`src/rtl/sertx_pkg.sv`:
```
package sertx_pkg;

    // FIFO occupancy after one clock with an optional pop and push.
    function automatic int fill_after(int cnt, logic pop, logic push);
        return cnt - (pop ? 1 : 0) + (push ? 1 : 0);
    endfunction

endpackage

```
`src/rtl/sertx_fifo.sv`:
```
module sertx_fifo #(
    parameter int DW    = 8,
    parameter int DEPTH = 4,
    localparam int PW   = (DEPTH > 1) ? $clog2(DEPTH) : 1,
    localparam int CW   = $clog2(DEPTH + 1)
) (
    input  logic          clk,
    input  logic          rst_n,
    input  logic          clr,
    input  logic          push,
    input  logic [DW-1:0] din,
    input  logic          pop,
    output logic [DW-1:0] dout,
    output logic [CW-1:0] count,
    output logic          full,
    output logic          empty
);
    typedef struct packed {
        logic [PW-1:0] wp;
        logic [PW-1:0] rp;
        logic [CW-1:0] cnt;
    } fst_t;

    fst_t st_q, st_d;
    logic [DW-1:0] mem [DEPTH];

    function automatic logic [PW-1:0] bump(logic [PW-1:0] p);
        return (p == PW'(DEPTH - 1)) ? '0 : p + 1'b1;
    endfunction

    always_comb begin
        st_d = st_q;
        if (clr) begin
            st_d = '0;
        end else begin
            if (push) st_d.wp = bump(st_q.wp);
            if (pop)  st_d.rp = bump(st_q.rp);
            st_d.cnt = st_q.cnt + CW'(push) - CW'(pop);
        end
    end

    always_ff @(posedge clk or negedge rst_n) begin
        if (!rst_n) st_q <= '0;
        else        st_q <= st_d;
    end

    always_ff @(posedge clk) begin
        if (push) mem[st_q.wp] <= din;
    end

    assign dout  = mem[st_q.rp];
    assign count = st_q.cnt;
    assign full  = (st_q.cnt == CW'(DEPTH));
    assign empty = (st_q.cnt == '0);
endmodule

```
`src/rtl/sertx_shifter.sv`:
```
module sertx_shifter #(
    parameter int DW  = 8,
    parameter int DIV = 4,
    localparam int BW = $clog2(DW),
    localparam int VW = $clog2(DIV)
) (
    input  logic          clk,
    input  logic          rst_n,
    input  logic          load,
    input  logic [DW-1:0] din,
    output logic          take,
    output logic          busy,
    output logic          sclk,
    output logic          sdata
);
    typedef struct packed {
        logic          busy;
        logic [BW-1:0] bitn;
        logic [VW-1:0] div;
        logic [DW-1:0] sr;
    } sst_t;

    sst_t st_q, st_d;
    logic last_tick;

    assign last_tick = (st_q.div == VW'(DIV - 1));

    always_comb begin
        st_d = st_q;
        if (load) begin
            st_d.busy = 1'b1;
            st_d.bitn = '0;
            st_d.div  = '0;
            st_d.sr   = din;
        end else if (st_q.busy) begin
            if (last_tick) begin
                st_d.div = '0;
                if (st_q.bitn == BW'(DW - 1)) begin
                    st_d.busy = 1'b0;
                end else begin
                    st_d.bitn = st_q.bitn + 1'b1;
                    st_d.sr   = {st_q.sr[DW-2:0], 1'b0};
                end
            end else begin
                st_d.div = st_q.div + 1'b1;
            end
        end
    end

    always_ff @(posedge clk or negedge rst_n) begin
        if (!rst_n) st_q <= '0;
        else        st_q <= st_d;
    end

    assign take  = !st_q.busy || (last_tick && st_q.bitn == BW'(DW - 1));
    assign busy  = st_q.busy;
    assign sclk  = !st_q.busy || (st_q.div >= VW'(DIV / 2));
    assign sdata = st_q.busy ? st_q.sr[DW-1] : 1'b1;
endmodule

```
`src/rtl/sertx_fifo_ctrl.sv`:
```
module sertx_fifo_ctrl
    import sertx_pkg::*;
#(
    parameter int DW    = 8,
    parameter int DEPTH = 4,
    parameter int DIV   = 4,
    localparam int LW   = (DEPTH > 1) ? $clog2(DEPTH) : 1,
    localparam int CW   = $clog2(DEPTH + 1)
) (
    input  logic          clk,
    input  logic          rst_n,
    input  logic          wr_en,
    input  logic [DW-1:0] wr_data,
    input  logic          fifo_en,
    input  logic          fifo_clr,
    input  logic [LW-1:0] int_level,
    input  logic          auto_stop,
    input  logic          tx_en,
    output logic          sclk_out,
    output logic          sdata_out,
    output logic          buf_empty,
    output logic          tx_int,
    output logic          overrun
);
    typedef struct packed {
        logic          hold_valid;
        logic [DW-1:0] hold_data;
        logic          overrun;
        logic          halted;
        logic          tx_int;
    } cst_t;

    cst_t st_q, st_d;

    logic [DW-1:0] f_dout;
    logic [CW-1:0] f_count;
    logic          f_full, f_empty;
    logic          pop, push, direct, load, reached;
    logic          sh_take, sh_busy, halted;

    sertx_fifo #(.DW(DW), .DEPTH(DEPTH)) u_fifo (
        .clk  (clk),
        .rst_n(rst_n),
        .clr  (fifo_clr),
        .push (push),
        .din  (wr_data),
        .pop  (pop),
        .dout (f_dout),
        .count(f_count),
        .full (f_full),
        .empty(f_empty)
    );

    sertx_shifter #(.DW(DW), .DIV(DIV)) u_shift (
        .clk  (clk),
        .rst_n(rst_n),
        .load (load),
        .din  (st_q.hold_data),
        .take (sh_take),
        .busy (sh_busy),
        .sclk (sclk_out),
        .sdata(sdata_out)
    );

    always_comb begin
        pop     = fifo_en && !f_empty && !st_q.hold_valid && !st_q.halted && !fifo_clr;
        push    = fifo_en && wr_en && !fifo_clr && (!f_full || pop);
        direct  = !fifo_en && wr_en && !st_q.hold_valid;
        load    = st_q.hold_valid && tx_en && sh_take;
        reached = pop && (fill_after(int'(f_count), pop, push) == int'(int_level));

        st_d        = st_q;
        st_d.tx_int = reached;
        if (load)   st_d.hold_valid = 1'b0;
        if (pop)    begin st_d.hold_valid = 1'b1; st_d.hold_data = f_dout;  end
        if (direct) begin st_d.hold_valid = 1'b1; st_d.hold_data = wr_data; end
        if (fifo_clr) begin
            st_d.overrun = 1'b0;
            st_d.halted  = 1'b0;
        end else begin
            if (wr_en && !push && !direct) st_d.overrun = 1'b1;
            if (reached && auto_stop)      st_d.halted  = 1'b1;
        end
    end

    always_ff @(posedge clk or negedge rst_n) begin
        if (!rst_n) st_q <= '0;
        else        st_q <= st_d;
    end

    assign halted    = st_q.halted;
    assign buf_empty = !st_q.hold_valid;
    assign tx_int    = st_q.tx_int;
    assign overrun   = st_q.overrun;
endmodule

```
`config.mk`:
```
export PLATFORM = sky130hd
export DESIGN_NAME = sertx_fifo_ctrl
export DESIGN_NICKNAME = d
export VERILOG_FILES = /design/src/rtl/sertx_pkg.sv /design/src/rtl/sertx_fifo.sv /design/src/rtl/sertx_shifter.sv /design/src/rtl/sertx_fifo_ctrl.sv
export SDC_FILE = /design/constraint.sdc
export NUM_CORES = 1
export LEC_CHECK = 0
export CAP_MARGIN = 0
export CORE_UTILIZATION = 30
export CTS_CLUSTER_SIZE = 28
export DETAILED_ROUTE_END_ITERATION = 8
export PLACE_DENSITY = 0.51
export SYNTH_ARGS = -nofsm -noshare
export SYNTH_HDL_FRONTEND = slang
export SYNTH_SLANG_ARGS = --single-unit
```
`constraint.sdc`:
```
create_clock -name clk -period 3.2 [get_ports clk]
set_clock_uncertainty 0.15 [all_clocks]
set_input_delay 0.64 -clock clk [delete_from_list [all_inputs] [get_ports clk]]
set_output_delay 0.64 -clock clk [all_outputs]
set_load 0.01 [all_outputs]
```
* After elaboration in Yosys (flattened, before gate mapping)
Memories as Yosys holds them, arrays and structs flattened.
Cells that the tools add are included.
W data, S select, Z words.
** Cells by class
- Magnitude comparators :: 1
- Muxes and demuxes :: 24
- Reduce and logical (&&, ||, !) cells :: 38
- Equal/unequal tests :: 7
- $add $sub $neg :: 8
** Operator list (count)
- $mux W14 :: 2
- $mux W9 :: 2
- $logic_and A1 B1 Y1 :: 16
- $mux W8 :: 2
- $reduce_bool A2 Y1 :: 7
- $mux W2 :: 6
- $logic_not A1 Y1 :: 9
- $mux W1 :: 9
- $mux W7 :: 1
- $add A2 B1 Y2 const B :: 3
- $eq A2 B2 Y1 const B :: 3
- $eq A3 B3 Y1 const B :: 2
- $add A4 B2 Y5 :: 1
- $eq A5 B3 Y1 :: 1
- $mux W4 :: 1
- $sub A3 B1 Y4 :: 1
- $add A3 B1 Y3 :: 1
- $add A3 B1 Y3 const B :: 1
- $logic_not A3 Y1 :: 1
- $logic_or A1 B1 Y1 :: 3
- $mux W3 :: 1
- $reduce_and A3 Y1 :: 1
- $reduce_bool A3 Y1 :: 1
- $sub A3 B1 Y3 :: 1
- other kinds (2) :: 2
** Word-level totals
- Bits in registers :: 33
- RAM bits :: 32
- Input port bits :: 17
- Memories kept :: 1
- Output and inout bits :: 5
** Memory list
- u_fifo.mem :: depth 4, width 8, rd ports 1, clocked after memory_dff 0, wr ports 1, line sertx_fifo.sv:25 : logic [DW-1:0] mem [DEPTH];

* Depth between registers and ports, before layout
Gate-level depths: netlist of the first run.
- Word-level depth :: 15
- Depth in mapped cells :: 13

* Hierarchy
A second synthesis of the first run with hierarchy kept.
** Second synthesis, totals
- Cells, all modules :: 223
- Area total of the unflattened synthesis :: 3131.8 µm²
** Modules (own cells, without submodules)
- sertx_fifo :: sequential area each 1136.1 µm², times used 1, cells each 86, area an instance 1634.1 µm²
- sertx_fifo_ctrl :: sequential area each 300.3 µm², times used 1, cells each 77, area an instance 760.7 µm²
- sertx_shifter :: sequential area each 350.3 µm², times used 1, cells each 60, area an instance 737.0 µm²

* Worst setup path after synthesis of the first run
OpenSTA, ideal clock, no wires.
- Path type :: input-to-reg
- Start point :: input fifo_clr
- End point :: register st_q (netlist bit halted)
- Setup time :: 0.066 ns
- Stages on the path :: 13
- Buffers on the path :: 2
- Path slack :: 0.088 ns
- Data required time :: 2.984 ns
- Data arrival time :: 2.896 ns
- Path through :: buf_2 inv_1 and4_4 buf_6 ha_1 inv_1 ha_1 inv_1 fa_1 xor2_1 nand2_1 nor4b_1 a22o_1
** Between the ends
- Cells in the longest elaborated chain, start to end :: 10
- Elaborated cells on any way between the ends :: 14
** RTL lines
- from (decl) :: line sertx_fifo_ctrl.sv:15 : input logic fifo_clr,
- $logic_not A1 Y1 (*) :: line sertx_fifo_ctrl.sv:66, sertx_fifo_ctrl.sv:67
- branches (longest 6 deep; another with $add A4 B2 Y5)
- $logic_and A1 B1 Y1 (*) :: line sertx_fifo_ctrl.sv:70 : reached = pop && (fill_after(int'(f_count), pop, push) == int'(int_level));
- via reached :: line sertx_fifo_ctrl.sv:38 : logic pop, push, direct, load, reached;
- $logic_and A1 B1 Y1 (*) :: line sertx_fifo_ctrl.sv:82 : if (reached && auto_stop) st_d.halted = 1'b1;
- $reduce_bool A2 Y1 (no line) (*)
- to (signal assigned) :: line sertx_fifo_ctrl.sv:88 : else st_q <= st_d;
- to (decl) :: line sertx_fifo_ctrl.sv:33 : cst_t st_q, st_d;
Mark *: on every way through the listed nets, which the timed path passes.
A chain may end at the register's enable or synchronous reset.

* Worst setup path in the final report of the first run
- Start point :: register u_fifo.st_q (netlist bit u_fifo.count[1])
- End point :: register st_q (netlist bit halted)
** Between the ends
- Cells in the longest elaborated chain, start to end :: 14
- Elaborated cells on any way between the ends :: 18
** RTL lines
- from (decl) :: line sertx_fifo.sv:24 : fst_t st_q, st_d;
- from (signal assigned) :: line sertx_fifo.sv:44 : else st_q <= st_d;
- branches (longest 11 deep; another with $add A4 B2 Y5)
- $logic_and A1 B1 Y1 (*) :: line sertx_fifo_ctrl.sv:70
- via reached :: line sertx_fifo_ctrl.sv:38
- $logic_and A1 B1 Y1 (*) :: line sertx_fifo_ctrl.sv:82
- $reduce_bool A2 Y1 (no line) (*)
Marked as above.

==> results.toml, run 1 <==
[cts]
clockBufferDepth = 2
cts_inserted_buffers = 9
cts_tree = "built"
clkTransAtPathRegs_ns = 0.07
cts_root_buffer = "clkbuf_8"
cts_sinks = 65
h-tree-depth = 3
postCtsHoldBufs = 0
insertion_delay_ns = 0.33

[pwr]
leakage_uw = 0.00145
vdd_drop_max_mv = 0.223
p_per_area_mw_per_mm2 = 639

[timing]
tightest_slew_ns = 0.766
final.period_utilization_pct = 93.9
fin_crit_ns = 3.00
timing.fmax_ghz = 0.333
drv_slew = 0
relSlewSlack_pct = 48.9
final-setup-viol-count = 0
hold_violations = 0
rsz0062_at_grt = "false"
timing.final.ws_setup_ns = 0.196

[logic_synthesis]
synth_top_family_by_area = "compound AO/OA/AOI/OAI gates"
synth-simple-area-share_pct = 7.56
synth_mux_area_share_pct = 7.73
yosys_warnings = 0
netlist_area_mm2 = 0.00286
synth_xor_xnor_area_share_pct = 1.83
seq_area_frac_synth_pct = 62.4
avgSynthCellArea_um2 = 14.3
synth_compound_area_share_pct = 9.83
syn_inst = 200
synth_fp_nets = 232
synth_fa_ha_area_share_pct = 6.82
ys_types = 36
synth-seq-cells = 65

[flow_run]
maxCapViolations = 0

[global_routing]
grt_start_max_net_pins = 34
overflow = 0
antenna_found_initial = 0
track_usage_pct = 12.2
grt_pass1_vias = 1691
grt_pass1_wl_um = 8930

[worst_setup_path]
cp_max_fo = 4
start_kind = "flop"
path_class = "flop to flop"
arrival_ns = 3.13
required_ns = 3.33
critPathCaptureType = "flop"

[placed_design]
gp_congestion = 0.722
dp_slack_ns = -0.176
numPortBuffers = 21
dpl.hpwl_um = 3640
place_area_mm2 = 0.00327
dp.cells = 352

[routing]
dr.first_iter.drc_count = 115
wl_per_cell_um = 14.6
first_pass_iters = 8
routed_via_density = 4.63
ant_nets = 0
drc_errors = 0
wl_um = 5390
vias = 1705

[cells_and_area]
layout.nets = 266
n_antenna_cell = 0
fin_util_pct = 37.6
final_cells = 368
area_growth_pct = 21.2
finalInstanceArea_mm2 = 0.00347
fillers = 906
drive_gt1_share_pct = 15.5

[floorplanning]
num_rows = 35
die_h_um = 99.7
top_level_ports = 22
die_w_um = 99.7
core_area_mm2 = 0.00924
die_area_mm2 = 0.00994
initial_core_util_pct = 31.0

[status]
outcome = "completed"

[min_path]
hp-class = "flop to flop"
-- final cells by class --
| type | instances | area, um2 | area share [%] |
|---|---|---|---|
| tap | 129 | 161 | 4.65 |
| clock inverter | 6 | 68.8 | 1.98 |
| multi-input combinational | 109 | 973 | 28.0 |
| timing repair buffer | 31 | 285 | 8.22 |
| inverter | 18 | 67.6 | 1.95 |
| sequential | 65 | 1790 | 51.5 |
| clock buffer | 10 | 128 | 3.68 |
-- where the power goes --
| group | leakage (uW) | switching, uW | internal (uW) |
|---|---|---|---|
| combinational | 0.000645 | 203 | 222 |
| sequential | 0.000713 | 92.3 | 1020 |
| clock | 0.0000964 | 321 | 362 |
| total | 0.00145 | 617 | 1600 |
-- cell families after synthesis --
| kind of cell | after synthesis |
|---|---|
| adders and majority gates | 15 |
| muxes | 12 |
| AOI/OAI and AO/OA | 35 |
| xor gates and xnor gates | 6 |
| buffers and inverters | 26 |
| and+or+nand+nor | 41 |
| DFF | 65 |
-- layout by cell type (no fill, tap or decap), types with 2 or more instances in the layout --
| master | n |
|---|---|
| clkinv_4 | 3 |
| a222oi_1 | 7 |
| nand3_1 | 2 |
| dfrtp_1 | 33 |
| ha_1 | 14 |
| o31ai_1 | 2 |
| nand2_1 | 13 |
| xnor2_1 | 4 |
| and2_1 | 5 |
| clkdlybuf4s50_1 | 21 |
| mux4_2 | 8 |
| xor2_1 | 2 |
| inv_1 | 18 |
| buf_4 | 10 |
| edfxtp_1 | 32 |
| a22o_1 | 11 |
| or3_1 | 2 |
| mux2i_1 | 3 |
| clkbuf_8 | 9 |
| a21o_1 | 6 |
| nor2_1 | 9 |
| o21ai_0 | 2 |
| a21oi_1 | 4 |
| nand2b_1 | 3 |
-- sequential cells by signal, summed over array words and instances (netlist names) --
register and count:
overrun 1, u_shift.busy 1, st_q 9, tx_int 1
u_fifo.count 3, halted 1, u_shift.st_q 13, u_fifo.st_q 4
u_fifo.mem 32
-- metal layers --
| metal | share of wire [%] | global-route usage, % |
|---|---|---|
| met2 | 48 | 18.9 |
| met4 | 0.78 | 3.39 |
| met3 | 3.9 | 4.36 |
| met1 | 47 | 16.0 |
| met5 | 0 | 0 |
-- through the flow --
step	TNS (ns)	hold slack [ns]	power [uW]
final	0	0.336	2220
after global routing	0	0.358	2360
after CTS	0	0.336	2250
after detailed placement	-0.249	0.317	1550
after global placement	-0.140	0.320	1550
after floorplan	0	0.194	1400
-- Yosys cell counts --
cell type / instances / share of area (%)
o41a_1: 1 / 0.39
o21a_1: 1 / 0.26
a21oi_1: 4 / 0.70
nand2_1: 13 / 1.7
dfrtp_1: 33 / 29
a21o_1: 6 / 1.6
o31ai_1: 2 / 0.52
nor2_4: 1 / 0.39
nor2b_1: 1 / 0.22
nor3b_1: 1 / 0.26
mux2_2: 1 / 0.39
and3b_1: 1 / 0.31
mux2i_1: 3 / 1.0
nor2_1: 9 / 1.2
buf_6: 1 / 0.39
xnor2_1: 4 / 1.2
mux4_2: 8 / 6.3
a222oi_1: 7 / 2.4
a22o_1: 11 / 3.4
clkbuf_1: 2 / 0.26
and2_1: 5 / 1.1
or3_1: 2 / 0.44
nand3_1: 2 / 0.35
nor4b_1: 1 / 0.31
inv_1: 18 / 2.4
nand3b_1: 1 / 0.26
and4_4: 1 / 0.39
nand2b_1: 3 / 0.66
edfxtp_1: 32 / 34
buf_1: 1 / 0.13
buf_2: 4 / 0.70
o21ai_0: 2 / 0.35
xor2_1: 2 / 0.61
ha_1: 14 / 6.1
o22ai_1: 1 / 0.22
fa_1: 1 / 0.70
-- critical path: stages, from the launching register on --
cell,delay (ns)
dfrtp_1,0.42
or3_1,0.41
and4_4,0.20
ha_1,0.26
inv_1,0.06
ha_1,0.16
inv_1,0.05
fa_1,0.52
xor2_1,0.14
nand2_1,0.07
nor4b_2,0.33
a22o_1,0.17
-- path summary, 6_finish.rpt --
| check | start | end | slack [ns] | depth (start not counted) |
|---|---|---|---|---|
| worst max register to register | u_fifo.count[1]$_DFF_PN0_ | halted$_DFFE_PN0P_ | 0.20 | 11 |
| worst min-delay path | st_q[8]$_DFFE_PN0P_ | st_q[8]$_DFFE_PN0P_ | 0.34 | 1 |
| min in group asynchronous | rst_n | halted$_DFFE_PN0P_ | 0.56 | 2 |
| max in group asynchronous | rst_n | u_shift.st_q[4]$_DFFE_PN0P_ | 2.03 | 2 |
| worst min register to register | st_q[8]$_DFFE_PN0P_ | st_q[8]$_DFFE_PN0P_ | 0.34 | 1 |
| worst max-delay path | u_fifo.count[1]$_DFF_PN0_ | halted$_DFFE_PN0P_ | 0.20 | 11 |
-- repair_timing --
item	CTS	global route
gates resized for setup	0	1
endpoints found under the setup margin	0	1
buffers inserted	0	0
(Power assumes the default switching activity.)
==> run 2, diff against run 1 <==
GPL_ROUTABILITY_DRIVEN = 0   (was not set)
SLEW_MARGIN = 20   (was not set)
clock period = 2.75 ns   (was 3.2 ns; I/O delays follow)
==> run 2 against run 1 <==
Against the previous run: die area unchanged; worst setup slack got worse by 0.14 ns; final cell count increased by 3.3%; global-route usage increased by 0.078 points; sequential share of layout area decreased by 1.7 points; sequential power increased by 15%; critical endpoint unchanged.
==> results.toml, run 2 (same netlist as run 1, synthesis figures left out) <==
[cts]
cts_inserted_buffers = 9
insertion_delay_ns = 0.34
clkTransAtPathRegs_ns = 0.07
cts_tree = "built"
clockBufferDepth = 2
h-tree-depth = 3
postCtsHoldBufs = 0
cts_root_buffer = "clkbuf_8"
cts_sinks = 65

[worst_setup_path]
path_class = "flop to flop"
crit_top_cell = "ha_4"
start_kind = "flop"
cp-endpoint = "halted$_DFFE_PN0P_"
cp_max_fo = 2
reg2reg_to = "halted$_DFFE_PN0P_"
cp_top_family = "simple AND/OR/NAND/NOR gates"
critPathCaptureType = "flop"
max_stage_delay_ns = 0.50
cpMaxStageDelayCell = "fa_1"
crit_cells = 11
crit_chain = "or3_4 -> and4_4 -> ha_4 -> inv_4 -> ha_4 -> inv_2 -> fa_1 -> xor2_1 -> nand2_1 -> nor4b_4 -> a22o_1"
required_ns = 2.88
reg2regPathDepth = 11
path_buf_inv = 2
timing.rr.start = "u_fifo.count[2]$_DFF_PN0_"
arrival_ns = 2.82
reg2reg_slack_ns = 0.06
startpoint = "u_fifo.count[2]$_DFF_PN0_"

[routing]
first_pass_iters = 7
drc_errors = 0
routed_via_density = 4.46
ant_nets = 0
vias = 1695
wl_um = 5370
dr.first_iter.drc_count = 65
wl_per_cell_um = 14.1

[min_path]
hp-class = "flop to flop"

[floorplanning]
num_rows = 35
core_area_mm2 = 0.00924
die_w_um = 99.7
top_level_ports = 22
die_h_um = 99.7
die_area_mm2 = 0.00994
initial_core_util_pct = 31.0

[pwr]
p_total_uw = 2600
p_per_area_mw_per_mm2 = 724
leakage_uw = 0.00151
vdd_drop_max_mv = 0.249

[cells_and_area]
final_common_cell = "dfrtp_1"
fin_util_pct = 38.9
final_cell_mix = "dfrtp_1 (33), edfxtp_1 (32), buf_4 (22)"
largest-register = "u_fifo.mem"
largest_reg_flops = 32
drive_gt1_share_pct = 21.5
n_antenna_cell = 0
top_regs = "u_fifo.mem: 32 flops, u_shift.st_q: 13 flops, st_q: 9 flops"
layout.nets = 278
area_growth_pct = 25.4

[timing]
hold_violations = 0
tightest_slew_ns = 0.640
timing.fmax_ghz = 0.371
final.period_utilization_pct = 97.9
final-setup-viol-count = 0
relSlewSlack_pct = 57.2
drv_slew = 0
rsz0062_at_grt = "true"
fin_crit_ns = 2.69

[placed_design]
dpl.hpwl_um = 3760
numPortBuffers = 21

[global_routing]
grt_start_max_net_pins = 34
grt_pass1_wl_um = 8960
track_usage_pct = 12.2
overflow = 0
antenna_found_initial = 0
grt_pass1_vias = 1707

[flow_run]
maxCapViolations = 0

[status]
outcome = "completed"
==> run 2: timing repair <==
item                                    in CTS  in global routing
endpoints found under the setup margin       1                  2
pin swaps                                    5                  2
resized for setup                            3                  2
buffers inserted                             1                  0
==> run 2: power by group <==
group / leakage, uW / internal (uW) / switching, uW
Combinational: 0.000705 / 289 / 255
Sequential: 0.000713 / 1180 / 100
Clock: 0.0000933 / 417 / 354
Total: 0.00151 / 1890 / 709
==> run 2: cell type report <==
class	instances	area, um2
clock inverter	5	56.3
sequential	65	1790
clock buffer	11	131
multi-input combinational	109	1010
fill	888	5650
timing repair buffer	43	373
tap	129	161
inverter	18	70.1
==> run 2: per-stage QoR <==
step	setup slack (ns)	cell area, um2	setup TNS [ns]	hold slack [ns]	instances
after CTS	-0.0280	3580	-0.0280	0.335	380
final	0.0572	3590	0	0.330	380
after global routing	-0.134	3590	-0.142	0.357	380
after floorplan	-0.0871	2910	-0.0871	0.104	200
after detailed placement	-0.481	3380	-0.835	0.321	363
after global placement	-0.392	3380	-0.670	0.314	363
==> run 2: worst min path at each step <==
stage          cells past startpoint  slack [ns]                start                   to
6_report                           1        0.33  st_q[5]$_DFFE_PN0P_  st_q[5]$_DFFE_PN0P_
5_1_grt                            1        0.36  st_q[8]$_DFFE_PN0P_  st_q[8]$_DFFE_PN0P_
4_1_cts                            1        0.34  st_q[3]$_DFFE_PN0P_  st_q[3]$_DFFE_PN0P_
3_5_place_dp                       1        0.32  st_q[3]$_DFFE_PN0P_  st_q[3]$_DFFE_PN0P_
3_3_place_gp                       1        0.31  st_q[3]$_DFFE_PN0P_  st_q[3]$_DFFE_PN0P_
2_1_floorplan                      0        0.10                rst_n   halted$_DFFE_PN0P_
==> run 2: worst reg2reg max path: cells and delay by family (launching register included) <==
family	cells	cell delay, ns
buffers and inverters	2	0.08
and+or+nand+nor	4	0.89
DFF	1	0.38
adders and majority gates	3	0.84
AOI/OAI and AO/OA	1	0.15
xor gates and xnor gates	1	0.14
==> run 2: layer usage <==
| layer | track usage, % | up-vias | part of all wire [%] |
|---|---|---|---|
| li1 | - | 824 | - |
| met1 | 15.8 | 832 | 46 |
| met2 | 19.0 | 32 | 48 |
| met3 | 4.71 | 7 | 4.6 |
| met4 | 3.73 | 0 | 1.3 |
| met5 | 0 | - | 0 |
